--- src/rtl/pwm2_pkg.sv ---
`timescale 1ns/1ps
package pwm2_pkg;
   localparam int NUM_CH = 2;
   localparam int CH_A   = 0;
   localparam int CH_B   = 1;
   localparam int REG_AW = 3;

   typedef enum logic {
      RAMP_ONE = 1'b0,
      RAMP_TWO = 1'b1
   } ramp_mode_e;

   typedef enum logic [REG_AW-1:0] {
      RA_A_SET  = 3'd0,
      RA_A_CLR  = 3'd1,
      RA_B_SET  = 3'd2,
      RA_B_CLR  = 3'd3,
      RA_CTRL   = 3'd4,
      RA_OUTCFG = 3'd5
   } reg_addr_e;

   localparam int CTRL_RUN_BIT  = 0;
   localparam int CTRL_MODE_BIT = 1;
   localparam int CFG_EN_LSB    = 0;
   localparam int CFG_DFLT_LSB  = 2;
endpackage

--- src/rtl/pwm2_regs.sv ---
`timescale 1ns/1ps
module pwm2_regs import pwm2_pkg::*; #(
   parameter int CNT_W = 12
) (
   input  logic                           clk,
   input  logic                           rst_n,
   input  logic                           wr_en,
   input  logic [REG_AW-1:0]              wr_addr,
   input  logic [CNT_W-1:0]               wr_data,
   input  logic                           cyc_end,
   output logic [NUM_CH-1:0][CNT_W-1:0]   act_set,
   output logic [NUM_CH-1:0][CNT_W-1:0]   act_clr,
   output logic                           two_ramp,
   output logic                           run_q,
   output logic                           rdy_q,
   output logic [NUM_CH-1:0]              ch_en,
   output logic [NUM_CH-1:0]              ch_dflt
);
   logic ctrl_wr;
   logic cfg_wr;
   logic run_flip;
   logic load_act;
   logic mode_buf;
   logic mode_next;

   // run bit and style are only writable while ready is up
   assign ctrl_wr   = wr_en && (wr_addr == RA_CTRL) && rdy_q;
   assign cfg_wr    = wr_en && (wr_addr == RA_OUTCFG);
   assign run_flip  = ctrl_wr && (wr_data[CTRL_RUN_BIT] != run_q);
   // live copies refresh every clock while stopped, else at cycle end
   assign load_act  = !run_q || cyc_end;
   assign mode_next = ctrl_wr ? wr_data[CTRL_MODE_BIT] : mode_buf;

   always_ff @(posedge clk or negedge rst_n) begin
      if (!rst_n) begin
         run_q    <= 1'b0;
         rdy_q    <= 1'b1;
         mode_buf <= RAMP_ONE;
         two_ramp <= RAMP_ONE;
         ch_en    <= '0;
         ch_dflt  <= '0;
      end else begin
         rdy_q <= !run_flip;
         if (ctrl_wr) begin
            run_q    <= wr_data[CTRL_RUN_BIT];
            mode_buf <= wr_data[CTRL_MODE_BIT];
         end
         if (cfg_wr) begin
            ch_en   <= wr_data[CFG_EN_LSB +: NUM_CH];
            ch_dflt <= wr_data[CFG_DFLT_LSB +: NUM_CH];
         end
         if (load_act) two_ramp <= mode_next;
      end
   end

   // one buffer/live pair per channel: set at 2*ch, clear at 2*ch+1
   for (genvar ch = 0; ch < NUM_CH; ch++) begin : g_cmp
      localparam logic [REG_AW-1:0] SET_ADDR = REG_AW'(2 * ch);
      localparam logic [REG_AW-1:0] CLR_ADDR = REG_AW'(2 * ch + 1);
      logic [CNT_W-1:0] buf_set, buf_clr, live_set, live_clr;

      always_ff @(posedge clk or negedge rst_n) begin
         if (!rst_n) begin
            buf_set  <= '0;
            buf_clr  <= '0;
            live_set <= '0;
            live_clr <= '0;
         end else begin
            if (wr_en && wr_addr == SET_ADDR) buf_set <= wr_data;
            if (wr_en && wr_addr == CLR_ADDR) buf_clr <= wr_data;
            if (load_act) begin
               live_set <= buf_set;
               live_clr <= buf_clr;
            end
         end
      end

      assign act_set[ch] = live_set;
      assign act_clr[ch] = live_clr;
   end
endmodule

--- src/rtl/pwm2_ramp.sv ---
`timescale 1ns/1ps
module pwm2_ramp #(
   parameter int CNT_W = 12
) (
   input  logic             clk,
   input  logic             rst_n,
   input  logic             run,
   input  logic             two_ramp,
   input  logic [CNT_W-1:0] top_a,
   input  logic [CNT_W-1:0] top_b,
   output logic [CNT_W-1:0] cnt_q,
   output logic             ph_b,
   output logic             cyc_end
);
   logic             in_first;
   logic [CNT_W-1:0] top_now;
   logic             at_top;

   // first ramp of two-ramp style ends at A-clear, every other ramp at B-clear
   assign in_first = two_ramp && !ph_b;
   assign top_now  = in_first ? top_a : top_b;
   assign at_top   = (cnt_q == top_now);
   assign cyc_end  = run && at_top && !in_first;

   always_ff @(posedge clk or negedge rst_n) begin
      if (!rst_n) begin
         cnt_q <= '0;
         ph_b  <= 1'b0;
      end else if (!run) begin
         cnt_q <= '0;
         ph_b  <= 1'b0;
      end else if (at_top) begin
         cnt_q <= '0;
         ph_b  <= in_first;
      end else begin
         cnt_q <= cnt_q + CNT_W'(1);
      end
   end
endmodule

--- src/rtl/pwm2_chan.sv ---
`timescale 1ns/1ps
module pwm2_chan #(
   parameter int CNT_W      = 12,
   parameter bit CLEAR_WINS = 1'b1
) (
   input  logic             clk,
   input  logic             rst_n,
   input  logic             run,
   input  logic             in_phase,
   input  logic [CNT_W-1:0] cnt,
   input  logic [CNT_W-1:0] cmp_set,
   input  logic [CNT_W-1:0] cmp_clr,
   input  logic             en,
   input  logic             dflt,
   output logic             pin,
   output logic             oe
);
   logic hit_set;
   logic hit_clr;
   logic wave;

   assign hit_set = in_phase && (cnt == cmp_set);
   assign hit_clr = in_phase && (cnt == cmp_clr);

   if (CLEAR_WINS) begin : g_clr_first
      always_ff @(posedge clk or negedge rst_n) begin
         if (!rst_n)       wave <= 1'b0;
         else if (!run)    wave <= 1'b0;
         else if (hit_clr) wave <= 1'b0;
         else if (hit_set) wave <= 1'b1;
      end
   end else begin : g_set_first
      always_ff @(posedge clk or negedge rst_n) begin
         if (!rst_n)       wave <= 1'b0;
         else if (!run)    wave <= 1'b0;
         else if (hit_set) wave <= 1'b1;
         else if (hit_clr) wave <= 1'b0;
      end
   end

   assign pin = en && (run ? wave : dflt);
   assign oe  = en;
endmodule

--- src/rtl/dual_ramp_pwm.sv ---
`timescale 1ns/1ps
module dual_ramp_pwm import pwm2_pkg::*; #(
   parameter int CNT_W      = 12,
   parameter bit CLEAR_WINS = 1'b1
) (
   input  logic              clk,
   input  logic              rst_n,
   input  logic              wr_en,
   input  logic [REG_AW-1:0] wr_addr,
   input  logic [CNT_W-1:0]  wr_data,
   output logic              pwm_a,
   output logic              pwm_b,
   output logic              oe_a,
   output logic              oe_b,
   output logic              en_ready,
   output logic              cyc_ovf,
   output logic              ramp_b
);
   localparam int CFG_BITS = CFG_DFLT_LSB + NUM_CH;

   if (CNT_W < CFG_BITS || CNT_W > 24) begin : g_bad_width
      $error("dual_ramp_pwm: CNT_W must lie between %0d and 24", CFG_BITS);
   end

   logic [NUM_CH-1:0][CNT_W-1:0] act_set;
   logic [NUM_CH-1:0][CNT_W-1:0] act_clr;
   logic                         two_ramp;
   logic                         run_q;
   logic                         rdy_q;
   logic [NUM_CH-1:0]            ch_en;
   logic [NUM_CH-1:0]            ch_dflt;
   logic [CNT_W-1:0]             cnt_q;
   logic                         ph_b;
   logic                         cyc_end;
   logic [NUM_CH-1:0]            pins;
   logic [NUM_CH-1:0]            oes;

   pwm2_regs #(.CNT_W(CNT_W)) u_regs (
      .clk(clk), .rst_n(rst_n), .wr_en(wr_en), .wr_addr(wr_addr),
      .wr_data(wr_data), .cyc_end(cyc_end), .act_set(act_set),
      .act_clr(act_clr), .two_ramp(two_ramp), .run_q(run_q),
      .rdy_q(rdy_q), .ch_en(ch_en), .ch_dflt(ch_dflt)
   );

   pwm2_ramp #(.CNT_W(CNT_W)) u_ramp (
      .clk(clk), .rst_n(rst_n), .run(run_q), .two_ramp(two_ramp),
      .top_a(act_clr[CH_A]), .top_b(act_clr[CH_B]),
      .cnt_q(cnt_q), .ph_b(ph_b), .cyc_end(cyc_end)
   );

   for (genvar ch = 0; ch < NUM_CH; ch++) begin : g_chan
      localparam logic OWN_PH = (ch == CH_B);
      logic in_phase;
      assign in_phase = (two_ramp == RAMP_ONE) || (ph_b == OWN_PH);

      pwm2_chan #(.CNT_W(CNT_W), .CLEAR_WINS(CLEAR_WINS)) u_chan (
         .clk(clk), .rst_n(rst_n), .run(run_q), .in_phase(in_phase),
         .cnt(cnt_q), .cmp_set(act_set[ch]), .cmp_clr(act_clr[ch]),
         .en(ch_en[ch]), .dflt(ch_dflt[ch]), .pin(pins[ch]), .oe(oes[ch])
      );
   end

   always_ff @(posedge clk or negedge rst_n) begin
      if (!rst_n) cyc_ovf <= 1'b0;
      else        cyc_ovf <= cyc_end;
   end

   assign pwm_a    = pins[CH_A];
   assign pwm_b    = pins[CH_B];
   assign oe_a     = oes[CH_A];
   assign oe_b     = oes[CH_B];
   assign en_ready = rdy_q;
   assign ramp_b   = ph_b;
endmodule

--- config.mk ---
export PLATFORM = sky130hd
export DESIGN_NAME = dual_ramp_pwm
export DESIGN_NICKNAME = d
export VERILOG_FILES = /design/src/rtl/pwm2_pkg.sv /design/src/rtl/pwm2_regs.sv /design/src/rtl/pwm2_ramp.sv /design/src/rtl/pwm2_chan.sv /design/src/rtl/dual_ramp_pwm.sv
export SDC_FILE = /design/constraint.sdc
export NUM_CORES = 1
export LEC_CHECK = 0
export BUFFER_PORTS_ARGS = -buffer_cell sky130_fd_sc_hd__buf_2
export CORE_ASPECT_RATIO = 1.1
export CORE_MARGIN = 1
export CORE_UTILIZATION = 49
export CTS_CLUSTER_DIAMETER = 120
export DETAILED_ROUTE_END_ITERATION = 7
export GPL_ROUTABILITY_DRIVEN = 0
export GPL_TIMING_DRIVEN = 0
export HOLD_SLACK_MARGIN = 0.08
export PLACE_DENSITY = 0.78
export SYNTH_ARGS = -nofsm -noshare
export SYNTH_HDL_FRONTEND = slang
export SYNTH_SLANG_ARGS = --single-unit
--- constraint.sdc ---
create_clock -name clk -period 6.78 [get_ports clk]
set_input_delay 0.339 -clock clk [delete_from_list [all_inputs] [get_ports clk]]
set_output_delay 0.339 -clock clk [all_outputs]
set_load 0.01 [all_outputs]
==> results of run 1 <==
## cells in the mapped netlist, types with 6 or more instances
cell type,count
dfrtp_1,119
xor2_1,16
mux2_2,98
nand2_1,16
nand3_1,6
buf_2,8
clkbuf_1,8
nor3_1,7
xnor2_1,41
nor2_1,16
nand4_1,11
## how the worst min path moves through the flow
stage,from,to,cells after the start
detailed placement,rst_n,u_regs.ch_en[0]$_DFFE_PN0P_,1
finish,wr_data[4],u_regs.g_cmp[0].buf_clr[4]$_DFFE_PN0P_,2
CTS,wr_data[6],u_regs.g_cmp[1].buf_set[6]$_DFFE_PN0P_,2
floorplan,rst_n,cyc_ovf$_DFF_PN0_,0
global route,wr_data[6],u_regs.g_cmp[1].buf_set[6]$_DFFE_PN0P_,2
global placement,u_regs.g_cmp[1].buf_set[9]$_DFFE_PN0P_,u_regs.g_cmp[1].live_set[9]$_DFFE_PN0P_,1
## cell usage in the layout (no fill, tap or decap), types with 4 or more instances in the layout
cell type / n
nand3_1: 6
clkbuf_8: 4
nand4_1: 11
buf_6: 6
xor2_1: 16
clkbuf_16: 17
clkbuf_1: 11
nor2b_1: 5
mux2_1: 5
xnor2_1: 41
mux2_2: 98
clkinv_2: 4
nor2_1: 16
nand2_1: 16
nor3_1: 7
dfrtp_1: 119
buf_2: 31
## cells by family after synthesis
family	count (synthesis)	share of synthesized area [%]
buffers and inverters	26	2.72
DFF	120	56.3
and+or+nand+nor	76	7.38
xor gates and xnor gates	57	9.35
adders and majority gates	1	0.234
muxes	106	22.3
AOI/OAI and AO/OA	10	1.73
## layer usage
metal | GRT usage (%) | share of wire (%) | wire (µm) | vias up
met4 | 11.2 | 3.4 | 374 | 0
met1 | 29.8 | 42 | 4700 | 1672
met5 | 0 | 0 | 0 | -
met3 | 5.40 | 4.0 | 442 | 32
met2 | 34.5 | 50 | 5550 | 73
li1 | - | - | - | 1472
## through the flow
stage,instance area [µm²],std cells,hold WS (ns)
after detailed placement,5670,564,0.313
after CTS,6290,597,0.197
final,6290,597,0.208
after global routing,6290,597,0.205
after floorplan,5340,396,0.0434
after global placement,5640,563,0.474
## what timing repair did
action | in CTS | in global routing
endpoints found under the hold margin | 51 | 0
setup buffers | 0 | 0
hold buffers | 1 | 0
## critical path: cells and delay by family, from the launching register on
| family | cells | cell delay (ns) |
|---|---|---|
| mux | 1 | 0.35 |
| compound gates | 1 | 0.39 |
| buf+inv | 2 | 0.60 |
| flops | 1 | 0.34 |
| simple gates | 2 | 0.61 |
| xor+xnor | 1 | 0.17 |
## power breakdown
part | leakage, µW | switching (µW) | internal, µW
registers | 0.00147 | 143 | 916
clock network | 0.000300 | 299 | 614
logic | 0.000977 | 224 | 284
## state kept, by name, indices dropped and copies added (netlist names), 2 cells and up
register,flops
g_chan.u_chan.wave,2
u_ramp.cnt_q,12
u_regs.g_cmp.buf_clr,24
u_regs.ch_en,2
u_regs.g_cmp.live_clr,24
u_regs.g_cmp.buf_set,24
u_regs.ch_dflt,2
u_regs.g_cmp.live_set,24
## cell type report
class	count	share of cell area, %
Sequential cell	120	47.8
Multi-Input combinational cell	250	34.8
Clock buffer	24	7.82
Tap cell	143	2.84
Timing Repair Buffer	26	2.61
Buffer	23	2.13
Clock inverter	8	1.87
Inverter	3	0.179
==> run summary, run 1 <==
Status -> completed
Lkg Pwr -> 0.00275 µW
Final WS setup -> 4.18 ns
Initial antenna violation count -> 0
I/O pin total -> 25
PD cells -> 394 mW/mm²
Slew Limit Fails -> 0
Top_reg_cell synth -> dfrtp_1
All-Layer GR Usage -> 22.5%
Synth area leaders -> dfrtp_1 56%, mux2_2 21%, xnor2_1 6.7%
Routed wire per std cell -> 18.5 µm
Worst-skew pair later-pin latency -> 0.41 ns
Crit Reg-Reg Endpoint -> u_regs.g_cmp[1].live_clr[4]$_DFFE_PN0P_
Initial Utilization -> 50.9%
Area grow syn2layout -> 17.8%
Total wire length -> 11.1 mm
Final Cycle Share -> 38.3%
Slew @ Worst Pin -> 0.920 ns
Layout Utilization -> 60.0%
Initial DRC count -> 259
Share of layout cells above drive strength 1 -> 37.0%
Post-synth ARST share -> 100%
Clock slew seen by the registers of the worst setup and hold paths -> 0.05 ns
CP max stage cell -> or4_4
Critical Path RT -> 7.07 ns
Die X -> 102 µm
Largest net degree at the start of global routing -> 69
WP data arrival -> 2.89 ns
Max IR drop VDD -> 0.226 mV
Sequential Area -> 0.00300 mm²
Final setup TNS -> 0 ns
TritonCTS clock tree -> built
Die area -> 0.0113 mm²
CTS Buffer Depth -> 2
HP Class -> primary input to flip-flop
Post-detail-place hpwl -> 7.39 mm
Initial DRT Pass Iterations -> 5
Reg2reg path depth -> 7
# nets final -> 460
CTS root buf -> clkbuf_16
Seq/Total Area, Yosys -> 56.3%
Filler cells -> 812
Worst clock skew -> 0.00612 ns
Share of the synthesized area in the top cell type -> 55.8%
Resize count post-CTS -> 0
Final Hold Viols -> 0
Worst reg-to-reg setup slack -> 4.18 ns
Cts bufs inserted -> 17
Port bufs -> 24
Launch point of the worst path -> u_ramp.cnt_q[0]$_DFF_PN0_
Flops & latches, synth -> 120
Grt ovf -> 0
Crit-path cells -> clkbuf_1, xnor2_1, nand4_1, or4_4, o31ai_4, buf_6, mux2_2
# diodes -> 0
Vias per inst -> 5.44
RSZ-0062 raised after global routing -> no
Startpoint types -> flip-flop
H-tree levels -> 4
Worst stage delay on the critical path -> 0.49 ns
Synth unique cells -> 37
Post-DRT Antenna Nets -> 0
CORE AREA -> 0.0105 mm²
Tmin final -> 2.60 ns
Maximum fanout along the worst path -> 10
Rel. slew slack -> 38.7%
Post-Syn Area -> 0.00534 mm²
First-pass GRT wire length -> 18.5 mm
Fmax -> 385 MHz
Cell Rows -> 39
Vias -> 3,249
Critical Path Sink Type -> flip-flop
DRC Markers -> 0
Setup-failing EPs final -> 0
Synthesis Warnings -> 0
Mapped Nets -> 415
Mapped Avg Cell Area -> 13.5 µm²
Post-Syn Instances -> 396
Number of synthesized flops with an enable pin -> 0
Max cap viols -> 0
Vias in the first global route -> 3,495
Die Span Y -> 111 µm
Origin of the critical flop-to-flop path -> u_ramp.cnt_q[0]$_DFF_PN0_
Leading area contributor after synthesis -> dfrtp_1
Critical path class -> flip-flop to flip-flop
Dpl ws -> 4.21 ns
End point of the critical path -> u_regs.g_cmp[1].live_clr[4]$_DFFE_PN0P_
Tot Pwr -> 2480 µW
Multi-input gate area -> 0.00219 mm²
TritonCTS Sinks -> 120
(Power assumes the default switching activity.)
==> run 2, diff against run 1 <==
--- a/config.mk
+++ b/config.mk
@@ -14,7 +14,7 @@
 export GPL_ROUTABILITY_DRIVEN = 0
 export GPL_TIMING_DRIVEN = 0
 export HOLD_SLACK_MARGIN = 0.08
-export PLACE_DENSITY = 0.78
+export PLACE_DENSITY = 0.8
 export SYNTH_ARGS = -nofsm -noshare
 export SYNTH_HDL_FRONTEND = slang
 export SYNTH_SLANG_ARGS = --single-unit
==> constraint.sdc (replaced) <==
create_clock -name clk -period 2.23 [get_ports clk]
set_input_delay 0.1115 -clock clk [delete_from_list [all_inputs] [get_ports clk]]
set_output_delay 0.1115 -clock clk [all_outputs]
set_load 0.01 [all_outputs]
==> run 2 against run 1 <==
Against the previous run:
- the flow now finishes with violations (setup timing)
- count of clock-buffer cells in the layout is 4 lower
- total power grew to 3.4 times the previous value
- core utilization is 7.0 points higher
- flip-flop and latch count stayed put
- setup slack worse by 4.3 ns
- sequential power grew to 3.1 times the previous value
- via count is 13% higher
- die area stayed put
- routed wire length is 33% higher
- worst hold slack worse by 0.066 ns
- critical endpoint is now u_regs.g_cmp[0].live_clr[4]$_DFFE_PN0P_
- largest cell class unchanged
==> run summary, run 2 (synthesis gave the netlist of run 1 again) <==
Status -> complete, but fails checks
Violated checks -> setup timing
Post-DRT Antenna Nets -> 0
Initial Utilization -> 50.9%
Final WS setup -> -0.115 ns
All-Layer GR Usage -> 25.1%
Startpoint types -> flip-flop
Cell Rows -> 39
Cell-internal power -> 5920 µW
Top cell by count, worst path -> buf_12
Die Span Y -> 111 µm
Most frequent cells in the layout -> 113 x dfrtp_1, 54 x mux2_2, 49 x mux2_4, 32 x xnor2_1, 26 x buf_2
Combinational share of power -> 27.0%
Worst clock skew -> 0.0111 ns
Grt ovf -> 0
Initial DRT Pass Iterations -> 4
PD cells -> 1190 mW/mm²
Die area -> 0.0113 mm²
Commonest non-fill, non-tap cell in the layout -> dfrtp_1
Area grow syn2layout -> 31.6%
Share of layout cells above drive strength 1 -> 45.7%
Vias in the first global route -> 3,692
I/O pin total -> 25
CTS Buffer Depth -> 2
Total wire length -> 14.7 mm
WP data arrival -> 2.64 ns
Post-DP Area -> 0.00567 mm²
TritonCTS clock tree -> built
Worst reg-to-reg setup slack -> -0.11 ns
Die X -> 102 µm
HP Class -> primary input to flip-flop
CP max stage cell -> or4_4
Port bufs -> 24
# diodes -> 0
Routed wire per std cell -> 23.3 µm
Vias -> 3,674
Maximum fanout along the worst path -> 10
Setup-failing EPs final -> 49
CTS root buf -> clkbuf_16
Worst stage delay on the critical path -> 0.49 ns
Post-detail-place hpwl -> 7.64 mm
Worst-skew pair later-pin latency -> 0.42 ns
Lkg Pwr -> 0.00320 µW
Largest net degree at the start of global routing -> 67
Slew Limit Fails -> 0
Fmax -> 426 MHz
Cts bufs inserted -> 17
Clock Power Share -> 33.4%
Final Cell Area -> 0.00702 mm²
Max IR drop VDD -> 0.917 mV
Critical path class -> flip-flop to flip-flop
Tmin final -> 2.34 ns
Crit-path cells -> buf_6, xnor2_2, nand4_1, or4_4, o31ai_4, buf_12, buf_12, mux2_4
Sw Pwr -> 2460 µW
Final Cycle Share -> 105%
Critical Path Sink Type -> flip-flop
Initial antenna violation count -> 0
CORE AREA -> 0.0105 mm²
Critical Path RT -> 2.53 ns
Final Hold Viols -> 0
Initial DRC count -> 333
TritonCTS Sinks -> 120
Layout Utilization -> 66.9%
Slew @ Worst Pin -> 0.895 ns
Max cap viols -> 0
# nets final -> 494
RSZ-0062 raised after global routing -> yes
Vias per inst -> 5.82
DRC Markers -> 0
Clock slew seen by the registers of the worst setup and hold paths -> 0.06 ns
Sw Share -> 29.3%
Rel. slew slack -> 40.3%
Reg power frac -> 39.6%
H-tree levels -> 4
First-pass GRT wire length -> 20.5 mm
run 2: cell type report:
cell class | count | area (µm²)
inverters | 3 | 11.3
repair buffers | 66 | 558
multi-input cells | 250 | 2480
fillers | 627 | 3470
well taps | 143 | 179
flip-flops and latches | 120 | 3010
plain buffers | 17 | 171
clock inverters | 12 | 150
clock buffers | 20 | 457
run 2: per-stage QoR:
stage	total power, µW	hold slack (ns)	std cells	TNS, ns	setup WS (ns)
after floorplan	4290	-0.184	396	0	0.0141
after global routing	8650	0.160	631	-7.59	-0.184
after detailed placement	4800	0.107	564	-20.36	-0.377
final	8380	0.142	631	-3.49	-0.115
after CTS	7940	0.122	623	-3.04	-0.103
after global placement	4680	0.385	563	-56.60	-0.339
run 2: routing by layer:
| layer | GRT usage (%) | vias to the layer above | share of wire [%] |
|---|---|---|---|
| li1 | - | 1531 | - |
| met1 | 31.1 | 1904 | 37 |
| met2 | 40.4 | 171 | 51 |
| met3 | 6.65 | 68 | 6.1 |
| met4 | 12.2 | 0 | 6.3 |
| met5 | 0 | - | 0 |
run 2: critical path, delay by kind of cell, from the launching register on:
family	cells	cell delay (ns)
XOR/XNOR	1	0.13
AO/OA/AOI/OAI	1	0.23
flip-flops	1	0.37
multiplexers	1	0.33
buffers and inverters	3	0.52
AND/OR/NAND/NOR	2	0.63
run 2: path summary, 6_finish.rpt:
path,start,to,cells after the start
max,u_ramp.cnt_q[2]$_DFF_PN0_,u_regs.g_cmp[0].live_clr[4]$_DFFE_PN0P_,8
min,wr_addr[2],u_regs.run_q$_DFFE_PN0P_,3
max reg2reg,u_ramp.cnt_q[2]$_DFF_PN0_,u_regs.g_cmp[0].live_clr[4]$_DFFE_PN0P_,8
min reg2reg,u_regs.g_cmp[0].buf_set[8]$_DFFE_PN0P_,u_regs.g_cmp[0].live_set[8]$_DFFE_PN0P_,1
max in group asynchronous,rst_n,u_ramp.cnt_q[9]$_DFF_PN0_,3
min in group asynchronous,rst_n,u_regs.g_cmp[1].buf_clr[11]$_DFFE_PN0P_,2
run 2: power groups by stage:
stage          combinational [µW]  clock (µW)  sequential [µW]
2_1_floorplan                1190           0             3100
3_3_place_gp                 1470           0             3210
3_5_place_dp                 1540           0             3250
4_1_cts                      1900        2800             3250
5_1_grt                      2370        2910             3370
6_report                     2260        2800             3320
run 2: repair_timing:
action	CTS	global route
hold endpoints to repair	109	0
cloned	1	2
setup buffers	18	6
resized for setup	57	41
hold buffers	14	0
pin swaps	2	3
setup endpoints to repair	62	59
==> run 3, diff against run 2 <==
--- a/config.mk
+++ b/config.mk
@@ -5,6 +5,7 @@
 export SDC_FILE = /design/constraint.sdc
 export NUM_CORES = 1
 export LEC_CHECK = 0
+export ABC_AREA = 1
 export BUFFER_PORTS_ARGS = -buffer_cell sky130_fd_sc_hd__buf_2
 export CORE_ASPECT_RATIO = 1.1
 export CORE_MARGIN = 1
==> run 3 against run 2 <==
Against the previous run:
- the run now ends clean
- setup slack improved by 0.42 ns
- total power fell by 12%
- combinational power fell by 31%
- via count increased by 34%
- critical path depth decreased by 3
- synthesized area increased by 3.2%
- synthesized cell count grew 68%
- flip-flop and latch count stayed put
- register-to-register slack better by 0.43 ns
- worst hold slack worse by 0.045 ns
- critical endpoint is now pwm_a
==> run summary, run 3 <==
Status -> completed
Initial DRT Pass Iterations -> 7
Mapped Nets -> 684
Initial DRC count -> 528
Worst-skew pair later-pin latency -> 0.42 ns
Synth Area in Compound Gates -> 8.83%
Leading area contributor after synthesis -> dfrtp_1
Cts bufs inserted -> 17
Final WS setup -> 0.304 ns
Max IR drop VDD -> 0.727 mV
Initial antenna violation count -> 0
Layout Utilization -> 60.3%
Synth Area in Simple Gates -> 25.8%
Die Span Y -> 113 µm
Post-Syn Area -> 0.00551 mm²
Vias per inst -> 5.57
WP data arrival -> 1.81 ns
Die X -> 103 µm
Mux contribution to synthesized area -> 0%
Post-CTS setup buffers -> 0
Top_reg_cell synth -> dfrtp_1
Max cap viols -> 0
Most frequent cells in the layout -> 230 x nand2_1, 119 x dfrtp_1, 65 x o21ai_0, 53 x nand3_1, 48 x nor2_1
Flops & latches, synth -> 120
Slew Limit Fails -> 0
Number of synthesized flops with an enable pin -> 0
Initial Utilization -> 50.5%
Filler cells -> 957
Largest net degree at the start of global routing -> 103
Post-Synth XOR/XNOR Area -> 4.13%
Worst reg-to-reg setup slack -> 0.32 ns
Critical Path RT -> 2.12 ns
Layout Cells excl Fill -> 881
DRC Markers -> 0
Share of layout cells above drive strength 1 -> 11.3%
Post-Syn Instances -> 665
Multi-input gate area -> 0.00215 mm²
Final Hold Viols -> 0
Largest family of logic cells by synthesized area -> simple AND/OR/NAND/NOR gates
Critical path class -> flip-flop to primary output
RSZ-0062 raised after global routing -> no
Routed wire per std cell -> 16.8 µm
Synth unique cells -> 30
Post-detail-place hpwl -> 9.92 mm
Area grow syn2layout -> 19.3%
Tmin final -> 1.93 ns
Clock slew seen by the registers of the worst setup and hold paths -> 0.05 ns
Top post-synthesis cells by count -> 230 x nand2_1, 119 x dfrtp_1, 65 x o21ai_0, 53 x nand3_1, 48 x nor2_1
Startpoint types -> flip-flop
CTS Buffer Depth -> 2
Setup-failing EPs final -> 0
Mapped Avg Cell Area -> 8.29 µm²
Worst clock skew -> 0.00576 ns
CORE AREA -> 0.0109 mm²
Cell Rows -> 40
PD cells -> 1120 mW/mm²
Seq/Total Area, Yosys -> 54.5%
Commonest non-fill, non-tap cell in the layout -> nand2_1
Adder-cell share of the synthesized area -> 0.227%
Sequential Area -> 0.00300 mm²
# nets final -> 740
Post-DRT Antenna Nets -> 0
All-Layer GR Usage -> 28.0%
Fmax -> 519 MHz
Synthesis Warnings -> 0
Share of the synthesized area in the top cell type -> 54.0%
Total wire length -> 14.8 mm
Dpl ws -> 0.408 ns
Slew @ Worst Pin -> 0.643 ns
HP Class -> primary input to async pin
Port bufs -> 24
H-tree levels -> 4
I/O pin total -> 25
TritonCTS clock tree -> built
# diodes -> 0
Cell total after placement -> 837
CTS root buf -> clkbuf_16
Critical Path Sink Type -> primary output
TritonCTS Sinks -> 120
Vias -> 4,909
Lkg Pwr -> 0.00332 µW
Vias in the first global route -> 4,936
First-pass GRT wire length -> 24.2 mm
Final Cycle Share -> 86.4%
Synth area leaders -> dfrtp_1 54%, nand2_1 16%, o21ai_0 5.9%
Grt ovf -> 0
Final setup TNS -> 0 ns
Post-synth ARST share -> 100%
Rel. slew slack -> 57.2%
Die area -> 0.0117 mm²
Maximum fanout along the worst path -> 9
Most frequent cell after synthesis -> nand2_1
-- run 3: cell types whose count changed in the layout (fill, tap and decap cells not counted), moves of 16 or more --
| cell | delta |
|---|---|
| xnor2_1 | -18 |
| nor2_1 | +34 |
| inv_1 | +43 |
| mux2_4 | -49 |
| mux2_2 | -54 |
| nand2_1 | +214 |
| o21ai_0 | +64 |
| o21ai_1 | +16 |
| buf_4 | -18 |
| nand3_1 | +48 |
-- run 3: through the flow --
| step | hold WS (ns) | power (µW) | cell area (µm²) |
|---|---|---|---|
| 2_1_floorplan | -0.184 | 4000 | 5510 |
| 3_3_place_gp | 0.383 | 4400 | 5810 |
| 3_5_place_dp | -0.0283 | 4470 | 5850 |
| 4_1_cts | 0.0922 | 7320 | 6580 |
| 5_1_grt | 0.135 | 7680 | 6580 |
| 6_report | 0.0969 | 7340 | 6580 |
-- run 3: timing repair --
action / CTS / global route
endpoints found under the hold margin: 157 / 0
hold buffers: 12 / 0
gates resized for setup: 0 / 0
endpoints found under the setup margin: 0 / 0
-- run 3: report_power, final --
part	internal [µW]	total [µW]	switching, µW
registers	2640	2980	340
logic	585	1550	968
clock network	1860	2820	953
-- run 3: logic make-up (layout without fill, tap and decap cells) --
| logic type | count (synthesis) | count (layout) |
|---|---|---|
| flops | 120 | 120 |
| buf+inv | 80 | 149 |
| simple gates | 344 | 344 |
| compound gates | 94 | 94 |
| fa+ha+maj | 1 | 1 |
| xor+xnor | 26 | 26 |
-- run 3: per-layer routing --
layer	vias to the layer above	routed length, µm	share of wire (%)	GRT usage, %
met5	-	0	0	0
met2	244	7270	49	44.5
li1	2229	-	-	-
met4	0	596	4.0	15.2
met1	2372	5820	39	34.8
met3	64	1100	7.4	6.86
-- run 3: worst paths after layout --
check	start	endpoint	depth (start not counted)
worst max register to register	u_ramp.cnt_q[2]$_DFF_PN0_	u_regs.g_cmp[0].live_set[2]$_DFFE_PN0P_	8
worst min-delay path	rst_n	u_ramp.ph_b$_DFFE_PN0P_	2
worst min register to register	u_regs.g_cmp[1].buf_clr[9]$_DFFE_PN0P_	u_regs.g_cmp[1].live_clr[9]$_DFFE_PN0P_	2
min in group clk	wr_data[10]	u_regs.g_cmp[0].buf_clr[10]$_DFFE_PN0P_	3
max in group asynchronous	rst_n	u_regs.g_cmp[1].buf_clr[9]$_DFFE_PN0P_	3
worst max-delay path	u_regs.run_q$_DFFE_PN0P_	pwm_a	5
-- run 3: layout make-up --
type / count / area share, %
Buffer: 29 / 2.55
Clock buffer: 23 / 7.42
Clock inverter: 9 / 1.83
Inverter: 51 / 2.91
Multi-Input combinational cell: 465 / 32.6
Sequential cell: 120 / 45.7
Tap cell: 147 / 2.80
Timing Repair Buffer: 37 / 4.17
-- run 3: critical path, stage by stage, from the launching register on --
cell	delay, ns
dfrtp_1	0.32
clkbuf_1	0.49
inv_1	0.24
nor2_1	0.14
nor2_1	0.07
buf_2	0.14
